**config.mk**
```make
export PLATFORM = sky130hd
export DESIGN_NAME = sdram_rfsh_ctl
export DESIGN_NICKNAME = d
export VERILOG_FILES = /design/src/rtl/sdrf_pkg.sv /design/src/rtl/sdrf_rst_sync.sv /design/src/rtl/sdrf_timer.sv /design/src/rtl/sdrf_seq.sv /design/src/rtl/sdrf_pins.sv /design/src/rtl/sdram_rfsh_ctl.sv
export SDC_FILE = /design/constraint.sdc
export NUM_CORES = 1
export LEC_CHECK = 0
export ABC_CLOCK_PERIOD_IN_PS = 4350
export CORE_MARGIN = 1
export CORE_UTILIZATION = 30
export CTS_CLUSTER_DIAMETER = 200
export DETAILED_ROUTE_END_ITERATION = 16
export GPL_ROUTABILITY_DRIVEN = 0
export PLACE_DENSITY = 0.47
export RECOVER_POWER = 25
export SKIP_LAST_GASP = 1
export SLEW_MARGIN = 20
export SYNTH_ARGS = -nofsm -noshare
export SYNTH_HDL_FRONTEND = slang
export SYNTH_HIERARCHICAL = 1
export SYNTH_SLANG_ARGS = --single-unit
```
**constraint.sdc**
```tcl
create_clock -name clk -period 4.35 [get_ports clk]
set_input_delay 1.305 -clock clk [delete_from_list [all_inputs] [get_ports clk]]
set_output_delay 1.305 -clock clk [all_outputs]
set_load 0.05 [all_outputs]
```
**src/rtl/sdrf_pkg.sv**
```systemverilog
package sdrf_pkg;

  typedef enum logic [3:0] {
    ST_IDLE,
    ST_APRE,
    ST_AREF,
    ST_ARC,
    ST_SPRE,
    ST_SREF,
    ST_SRC,
    ST_SHOLD,
    ST_SPW
  } sdrf_state_e;

  typedef struct packed {
    logic cs_n;
    logic ras_n;
    logic cas_n;
    logic we_n;
  } sdrf_cmd_t;

  localparam sdrf_cmd_t CMD_NOP = '{cs_n: 1'b1, ras_n: 1'b1, cas_n: 1'b1, we_n: 1'b1};
  localparam sdrf_cmd_t CMD_PRE = '{cs_n: 1'b0, ras_n: 1'b0, cas_n: 1'b1, we_n: 1'b0};
  localparam sdrf_cmd_t CMD_REF = '{cs_n: 1'b0, ras_n: 1'b0, cas_n: 1'b0, we_n: 1'b1};

endpackage

```
**src/rtl/sdrf_rst_sync.sv**
```systemverilog
module sdrf_rst_sync (
  input  logic clk,
  input  logic arst_n,
  output logic rst_n
);

  logic [1:0] sync_q;

  always_ff @(posedge clk or negedge arst_n) begin
    if (!arst_n) begin
      sync_q <= 2'b00;
    end else begin
      sync_q <= {sync_q[0], 1'b1};
    end
  end

  assign rst_n = sync_q[1];

endmodule

```
**src/rtl/sdrf_timer.sv**
```systemverilog
module sdrf_timer #(
  parameter int          CW      = 8,
  parameter logic [CW-1:0] CMP_RST = '1
) (
  input  logic          clk,
  input  logic          rst_n,
  input  logic          clr,
  input  logic          run,
  input  logic          cnt_wr,
  input  logic          cmp_wr,
  input  logic [CW-1:0] wdata,
  output logic          tick
);

  logic [CW-1:0] cnt_q, cnt_d, cmp_q, inc;
  logic          cnt_en;

  assign inc    = cnt_q + CW'(1);
  assign cnt_en = clr | cnt_wr | run;

  always_comb begin
    cnt_d = cnt_q;
    tick  = 1'b0;
    if (clr) begin
      cnt_d = '0;
    end else if (cnt_wr) begin
      cnt_d = wdata;
    end else if (run) begin
      if (inc == cmp_q) begin
        tick  = 1'b1;
        cnt_d = '0;
      end else begin
        cnt_d = inc;
      end
    end
  end

  always_ff @(posedge clk or negedge rst_n) begin
    if (!rst_n) begin
      cnt_q <= '0;
    end else if (cnt_en) begin
      cnt_q <= cnt_d;
    end
  end

  always_ff @(posedge clk or negedge rst_n) begin
    if (!rst_n) begin
      cmp_q <= CMP_RST;
    end else if (cmp_wr) begin
      cmp_q <= wdata;
    end
  end

endmodule

```
**src/rtl/sdrf_seq.sv**
```systemverilog
module sdrf_seq
  import sdrf_pkg::*;
#(
  parameter int TRC = 3,
  parameter int TPW = 2
) (
  input  logic        clk,
  input  logic        rst_n,
  input  logic        mrst,
  input  logic        rf_en,
  input  logic        sr_mode,
  input  logic        tick,
  output sdrf_state_e state,
  output logic        sr_hold,
  output logic        busy
);

  localparam int WMAX = (TRC > TPW) ? TRC : TPW;
  localparam int WW   = (WMAX > 1) ? $clog2(WMAX) : 1;
  localparam logic [WW-1:0] RC_LOAD = WW'(TRC - 1);
  localparam logic [WW-1:0] PW_LOAD = WW'(TPW - 1);

  sdrf_state_e   state_q, state_d;
  logic [WW-1:0] wcnt_q, wcnt_d;
  logic          pend_q, pend_d;
  logic          take;
  logic          sr_go;

  assign sr_go = rf_en & sr_mode;

  always_comb begin
    state_d = state_q;
    wcnt_d  = wcnt_q;
    take    = 1'b0;
    unique case (state_q)
      ST_IDLE: begin
        if (sr_go) begin
          state_d = ST_SPRE;
          take    = 1'b1;
        end else if (pend_q) begin
          state_d = ST_APRE;
          take    = 1'b1;
        end
      end
      ST_APRE: state_d = ST_AREF;
      ST_AREF: begin
        state_d = ST_ARC;
        wcnt_d  = RC_LOAD;
      end
      ST_ARC: begin
        if (wcnt_q == '0) begin
          state_d = ST_IDLE;
        end else begin
          wcnt_d = wcnt_q - WW'(1);
        end
      end
      ST_SPRE: state_d = ST_SREF;
      ST_SREF: begin
        state_d = ST_SRC;
        wcnt_d  = RC_LOAD;
      end
      ST_SRC: begin
        if (wcnt_q == '0) begin
          state_d = ST_SHOLD;
        end else begin
          wcnt_d = wcnt_q - WW'(1);
        end
      end
      ST_SHOLD: begin
        if (!sr_mode) begin
          state_d = ST_SPW;
          wcnt_d  = PW_LOAD;
        end
      end
      ST_SPW: begin
        if (wcnt_q == '0) begin
          state_d = ST_IDLE;
        end else begin
          wcnt_d = wcnt_q - WW'(1);
        end
      end
      default: state_d = ST_IDLE;
    endcase
  end

  always_comb begin
    if (mrst) begin
      pend_d = 1'b0;
    end else begin
      pend_d = (pend_q & ~take) | tick;
    end
  end

  always_ff @(posedge clk or negedge rst_n) begin
    if (!rst_n) begin
      state_q <= ST_IDLE;
      wcnt_q  <= '0;
      pend_q  <= 1'b0;
    end else begin
      state_q <= state_d;
      wcnt_q  <= wcnt_d;
      pend_q  <= pend_d;
    end
  end

  assign state   = state_q;
  assign busy    = (state_q != ST_IDLE);
  assign sr_hold = (state_q == ST_SPRE) | (state_q == ST_SREF) | (state_q == ST_SRC) |
                   (state_q == ST_SHOLD) | (state_q == ST_SPW);

endmodule

```
**src/rtl/sdrf_pins.sv**
```systemverilog
module sdrf_pins
  import sdrf_pkg::*;
(
  input  sdrf_state_e state,
  input  logic        standby,
  input  logic        hiz_keep,
  output logic        cs_n,
  output logic        ras_n,
  output logic        cas_n,
  output logic        we_n,
  output logic        cke,
  output logic        a10,
  output logic        oe
);

  sdrf_cmd_t cmd;

  always_comb begin
    cmd = CMD_NOP;
    a10 = 1'b0;
    cke = 1'b1;
    unique case (state)
      ST_APRE, ST_SPRE: begin
        cmd = CMD_PRE;
        a10 = 1'b1;
      end
      ST_AREF: cmd = CMD_REF;
      ST_SREF: begin
        cmd = CMD_REF;
        cke = 1'b0;
      end
      ST_SRC, ST_SHOLD: cke = 1'b0;
      default: cmd = CMD_NOP;
    endcase
  end

  assign cs_n  = cmd.cs_n;
  assign ras_n = cmd.ras_n;
  assign cas_n = cmd.cas_n;
  assign we_n  = cmd.we_n;
  assign oe    = ~(standby & ~hiz_keep);

endmodule

```
**src/rtl/sdram_rfsh_ctl.sv**
```systemverilog
module sdram_rfsh_ctl
  import sdrf_pkg::*;
#(
  parameter int CW  = 8,
  parameter int TRC = 3,
  parameter int TPW = 2
) (
  input  logic          clk,
  input  logic          por_n,
  input  logic          mrst_n,
  input  logic          standby,
  input  logic          hiz_keep,
  input  logic          ctl_wr,
  input  logic          ctl_rfen,
  input  logic          ctl_srmode,
  input  logic          cmp_wr,
  input  logic          cnt_wr,
  input  logic [CW-1:0] wdata,
  output logic          sd_cs_n,
  output logic          sd_ras_n,
  output logic          sd_cas_n,
  output logic          sd_we_n,
  output logic          sd_cke,
  output logic          sd_a10,
  output logic          sd_oe,
  output logic          rf_busy
);

  logic        rst_n;
  logic        rfen_q, srmode_q;
  logic        tick, sr_hold, run;
  sdrf_state_e state;

  sdrf_rst_sync u_rst (
    .clk    (clk),
    .arst_n (por_n),
    .rst_n  (rst_n)
  );

  always_ff @(posedge clk or negedge rst_n) begin
    if (!rst_n) begin
      rfen_q   <= 1'b0;
      srmode_q <= 1'b0;
    end else if (ctl_wr) begin
      rfen_q   <= ctl_rfen;
      srmode_q <= ctl_srmode;
    end
  end

  assign run = rfen_q & ~srmode_q & ~sr_hold;

  sdrf_timer #(.CW(CW)) u_timer (
    .clk    (clk),
    .rst_n  (rst_n),
    .clr    (~mrst_n),
    .run    (run),
    .cnt_wr (cnt_wr),
    .cmp_wr (cmp_wr),
    .wdata  (wdata),
    .tick   (tick)
  );

  sdrf_seq #(.TRC(TRC), .TPW(TPW)) u_seq (
    .clk     (clk),
    .rst_n   (rst_n),
    .mrst    (~mrst_n),
    .rf_en   (rfen_q),
    .sr_mode (srmode_q),
    .tick    (tick),
    .state   (state),
    .sr_hold (sr_hold),
    .busy    (rf_busy)
  );

  sdrf_pins u_pins (
    .state    (state),
    .standby  (standby),
    .hiz_keep (hiz_keep),
    .cs_n     (sd_cs_n),
    .ras_n    (sd_ras_n),
    .cas_n    (sd_cas_n),
    .we_n     (sd_we_n),
    .cke      (sd_cke),
    .a10      (sd_a10),
    .oe       (sd_oe)
  );

endmodule

```
## Yosys cells after proc, flatten, opt, wreduce, memory -nomap -nowiden

Index checks and enable logic that the tools add are counted.

- Output and inout port bits: 8
- Bits of input ports: 18
- Bits in registers: 27

- Multiplexer cells: 24
- Bitwise gates (word level): 18
- $add $sub $neg: 2
- Equality and inequality tests: 15
- Reductions and logical operators: 12

Operator list:

| kind | count |
|---|---|
| $mux W8 | 4 |
| $pmux W4 S8 | 1 |
| $mux W4 | 5 |
| $eq A4 B3 Y1 const B | 4 |
| $mux W1 | 10 |
| $add A8 B1 Y8 const B | 1 |
| $eq A4 B2 Y1 const B | 2 |
| $eq A8 B8 Y1 | 1 |
| $pmux W4 S2 | 1 |
| $or A1 B1 Y1 | 7 |
| $ne A2 B2 Y1 const B | 3 |
| $ne A3 B1 Y1 const B | 2 |
| $not A1 Y1 | 6 |
| $pmux W2 S3 | 1 |
| $reduce_or A2 Y1 | 3 |
| $reduce_or A3 Y1 | 2 |
| $and A1 B1 Y1 | 5 |
| $eq A4 B1 Y1 const B | 1 |
| $eq A4 B4 Y1 const B | 1 |
| $logic_not A4 Y1 | 1 |
| $mux W2 | 2 |
| $reduce_and A4 Y1 | 1 |
| $reduce_bool A4 Y1 | 1 |
| $reduce_and A3 Y1 | 1 |
| 5 further kinds | 5 |

## Depth between registers and ports, before layout

- Depth in word-level cells: 12
- Gate-level depth with buffers: 10

## Hierarchy

The synthesis kept the hierarchy.

Modules (own cells, without submodules):

| module | cells an instance | times used | area each (sq um) | sequential area each (sq um) |
|---|---|---|---|---|
| sdrf_timer | 96 | 1 | 1012.2 | 410.4 |
| sdrf_seq | 67 | 1 | 549.3 | 175.2 |
| sdram_rfsh_ctl | 6 | 1 | 83.8 | 50.0 |
| sdrf_pins | 13 | 1 | 77.6 | 0.0 |
| sdrf_rst_sync | 3 | 1 | 53.8 | 50.0 |

## Least setup slack after synthesis

No wires, ideal clock.

- Path type: register -> output
- Start: register u_seq.state_q[0] (netlist: u_seq/state[0])
- End: output port sd_ras_n
- Slack: 1187 ps
- Arrival: 1858 ps
- Cell stages (with the launch flop): 4
- Data required time: 3045 ps
- Cell sequence: dfrtp_1 > or2_0 > a21oi_1 > buf_4

- Longest elaborated chain between the ends: 3

RTL lines:

| what | line | RTL |
|---|---|---|
| from (decl) | sdrf_seq.sv:23 | `sdrf_state_e state_q, state_d;` |
| from (signal assigned) | sdrf_seq.sv:100 | `state_q <= state_d;` |
| $eq A4 B2 Y1, or another cell as far along | sdrf_pins.sv:22 | `unique case (state)` |
| $reduce_or A2 Y1 (on tied branches) | -- |  |
| $pmux W4 S2 * | sdrf_pins.sv:22 |  |
| to (decl) | sdram_rfsh_ctl.sv:20 | `output logic sd_ras_n,` |

Every way passes the cells marked *; elsewhere a longest branch is shown, timed or not.

## Worst setup path in the final report

- Start: input port hiz_keep
- End: output port sd_oe

- Longest elaborated chain between the ends: 3

RTL lines:

| what | line | RTL |
|---|---|---|
| from (decl) | sdram_rfsh_ctl.sv:12 | `input logic hiz_keep,` |
| $not A1 Y1 | sdrf_pins.sv:41 | `assign oe = ~(standby & ~hiz_keep);` |
| $and A1 B1 Y1 | sdrf_pins.sv:41 |  |
| $not A1 Y1 | sdrf_pins.sv:41 |  |
| to (decl) | sdram_rfsh_ctl.sv:25 | `output logic sd_oe,` |

Every way passes these cells.

==> flow_metrics.env <==
export IMPL_outcome="complete, no violations"
export IMPL_ir_drop_mv=0.526
export IMPL_holdBufCountCts=0
export IMPL_min_path_cells=0
export IMPL_ant_nets=0
export IMPL_post_route_drc_count=0
export IMPL_synth_nets=205
export IMPL_synth_flop_cell="dfrtp_1"
export IMPL_synthCells=185
export IMPL_crit_fanout=1
export IMPL_area_growth_pct=20.0
export IMPL_finalCritPeriodShare=0.906
export IMPL_num_antenna_cells=0
export IMPL_grt_first_pass_wirelength_um=6940
export IMPL_numCtsBuffers=3
export IMPL_cts_tree="done"
export IMPL_pin_count=26
export IMPL_post_route_util=0.380
export IMPL_vias_per_cell=5.11
export IMPL_cp_arrival_ns=2.64
export IMPL_cts_buffer_depth=2
export IMPL_pwr_density_cell_nw_per_um2=546
export IMPL_wl_per_cell_um=14.6
export IMPL_post_place_ws_ns=0.410
export IMPL_rsz0062_at_grt="no"
export IMPL_yosysUniqueCellTypes=46
export IMPL_clk_pin_slew_ns=0.09
export IMPL_slew_violations=0
export IMPL_tns_ns=0
export IMPL_fin_area_um2=2130
export IMPL_hpwlAfterDp_um=2870
export IMPL_drive_above_1_share=0.159
export IMPL_grt_usage=0.142
export IMPL_cts_setup_buffers=0
export IMPL_fillers=594
export IMPL_synth_seq_cells=27
export IMPL_grt_pass1_vias=1471
export IMPL_grt_max_degree=26
export IMPL_hold_viol=0
export IMPL_maxCapViolCount=0
export IMPL_required_ns=3.04
export IMPL_cts_resized=0
export IMPL_vias=1426
export IMPL_netlist_area_um2=1780
export IMPL_cts_sinks=27
export IMPL_placed_area_um2=2090
export IMPL_final_nets=228
export IMPL_routed_wl_um=4080
export IMPL_clkLatencyLatePin_ns=0.27
export IMPL_fin_ws_ns=0.409
export IMPL_drtPass1Iterations=4
export IMPL_critPathCaptureType="output port"
export IMPL_cellLeakagePower_nw=0.830
export IMPL_grt_overflow_total=0
export IMPL_port_buffers=25
export IMPL_total_power_mw=1.16
export IMPL_die_w_um=79.0
export IMPL_relSlewSlack=0.0448
export IMPL_clock_fmax_mhz=254
export IMPL_floorplan_initialDensity=0.317
export IMPL_yosysWarnings=6
export IMPL_dieArea_um2=6230
export IMPL_min_path_type="reg -> reg"
export IMPL_antenna_found_initial=0
export IMPL_finClkSkew_ns=0.00275
export IMPL_setup_violations=0
export IMPL_num_rows=27
export IMPL_htreeDepth=1
export IMPL_crit_path_start_kind="primary input"
export IMPL_root_buffer="clkbuf_8"
export IMPL_criticalPathCategory="in -> out"
export IMPL_synthArstFlopShare=1.00
export IMPL_fin_crit_ns=3.94
export IMPL_drt_iter0_drc=56
export IMPL_synth_edf_count=0
export IMPL_syn_mean_instance_area_um2=9.60
export IMPL_ys_seq_area_frac=0.386
export IMPL_worstMarginPinSlew_ns=1.43
export IMPL_r2r_cells=9
export IMPL_die_h_um=79.0
export IMPL_core_area_um2=5610
## stage by stage
step	hold WS [ns]	std cells
after floorplan	0.314	185
after global placement	0.255	275
after detailed placement	0.253	275
after CTS	0.265	279
after global routing	0.378	279
final	0.361	279
## worst max-delay path, cell delays in order
cell	delay (ns)
clkdlybuf4s50_1	0.44
nand2b_1	0.09
clkdlybuf4s50_1	0.79
## power by group
part | switching [mW] | total (mW) | leakage, nW | internal, mW
registers | 0.0969 | 0.396 | 0.322 | 0.299
clock network | 0.0783 | 0.144 | 0.0228 | 0.0656
logic | 0.356 | 0.625 | 0.485 | 0.269
total | 0.531 | 1.16 | 0.830 | 0.633
## final timing paths
| path | start | end | slack, ns |
|---|---|---|---|
| worst max register to register | u_seq/state[2]$_DFFE_PN0P_ | u_timer/cnt_q[2]$_DFFE_PN0P_ | 1.94 |
| min in group asynchronous | u_rst/sync_q[1]$_DFF_PN0_ | u_seq/wcnt_q[1]$_DFFE_PN0P_ | 0.66 |
| worst min-delay path | u_rst/sync_q[0]$_DFF_PN0_ | u_rst/sync_q[1]$_DFF_PN0_ | 0.36 |
| worst max-delay path | hiz_keep | sd_oe | 0.41 |
| worst min register to register | u_rst/sync_q[0]$_DFF_PN0_ | u_rst/sync_q[1]$_DFF_PN0_ | 0.36 |
| max in group asynchronous | u_rst/sync_q[1]$_DFF_PN0_ | srmode_q$_DFFE_PN0P_ | 2.85 |
## per-layer routing
layer,up-vias,part of all wire,track usage
met5,-,0,0
met4,0,0.0061,0.0291
met3,2,0.033,0.0264
met2,24,0.55,0.283
met1,699,0.42,0.155
li1,701,-,-
## cells by family after synthesis
logic type | count (synthesis) | share of synthesized area
AO/OA/AOI/OAI | 44 | 0.156
other | 1 | 0.00211
multiplexers | 11 | 0.0718
flip-flops | 27 | 0.386
XOR/XNOR | 18 | 0.107
buffers and inverters | 19 | 0.0486
AND/OR/NAND/NOR | 63 | 0.214
adder cells (fa/ha/maj) | 2 | 0.0141
## layout make-up
| type | instances | area, um^2 | share of cell area |
|---|---|---|---|
| multi-input combinational | 139 | 1000 | 0.471 |
| sequential | 27 | 686 | 0.322 |
| timing repair buffer | 29 | 277 | 0.130 |
| tap | 72 | 90.1 | 0.0423 |
| clock buffer | 4 | 45.0 | 0.0211 |
| inverter | 8 | 30.0 | 0.0141 |
## cell usage after synthesis (all sizes together) (2+ instances only)
master / number / area (um^2)
xnor2: 9 / 78.8
a31oi: 3 / 18.8
or2: 2 / 12.5
a21oi: 16 / 80.1
o22ai: 10 / 62.6
nor3b: 10 / 75.1
and3: 2 / 12.5
nor4: 2 / 27.5
nand2: 17 / 63.8
buf: 5 / 33.8
nor2: 10 / 37.5
a211oi: 3 / 22.5
and2: 2 / 12.5
o21ai: 5 / 25.0
nand3: 4 / 25.0
dfrtp: 19 / 475
ha: 2 / 25.0
inv: 8 / 30.0
dfstp: 8 / 210
xor2: 7 / 61.3
nor3: 4 / 25.0
clkbuf: 6 / 22.5
mux2: 11 / 128
nand2b: 5 / 31.3
## registers in the layout (all words and copies together), names as in the netlist
signal	cells
srmode_q	1
rfen_q	1
u_rst/sync_q	2
u_seq/wcnt_q	2
u_seq/state	4
u_seq/pend_q	1
u_timer/cmp_q	8
u_timer/cnt_q	8
## cell usage in the layout, fill, tap and decap left out, drive strengths merged, types with 9 or more instances in the layout
cell / count
nor2: 10
o22ai: 10
clkdlybuf4s50: 25
xnor2: 9
nor3b: 10
a21oi: 16
nand2: 17
dfrtp: 19
mux2: 11
Power figures use the tool's default switching activity.
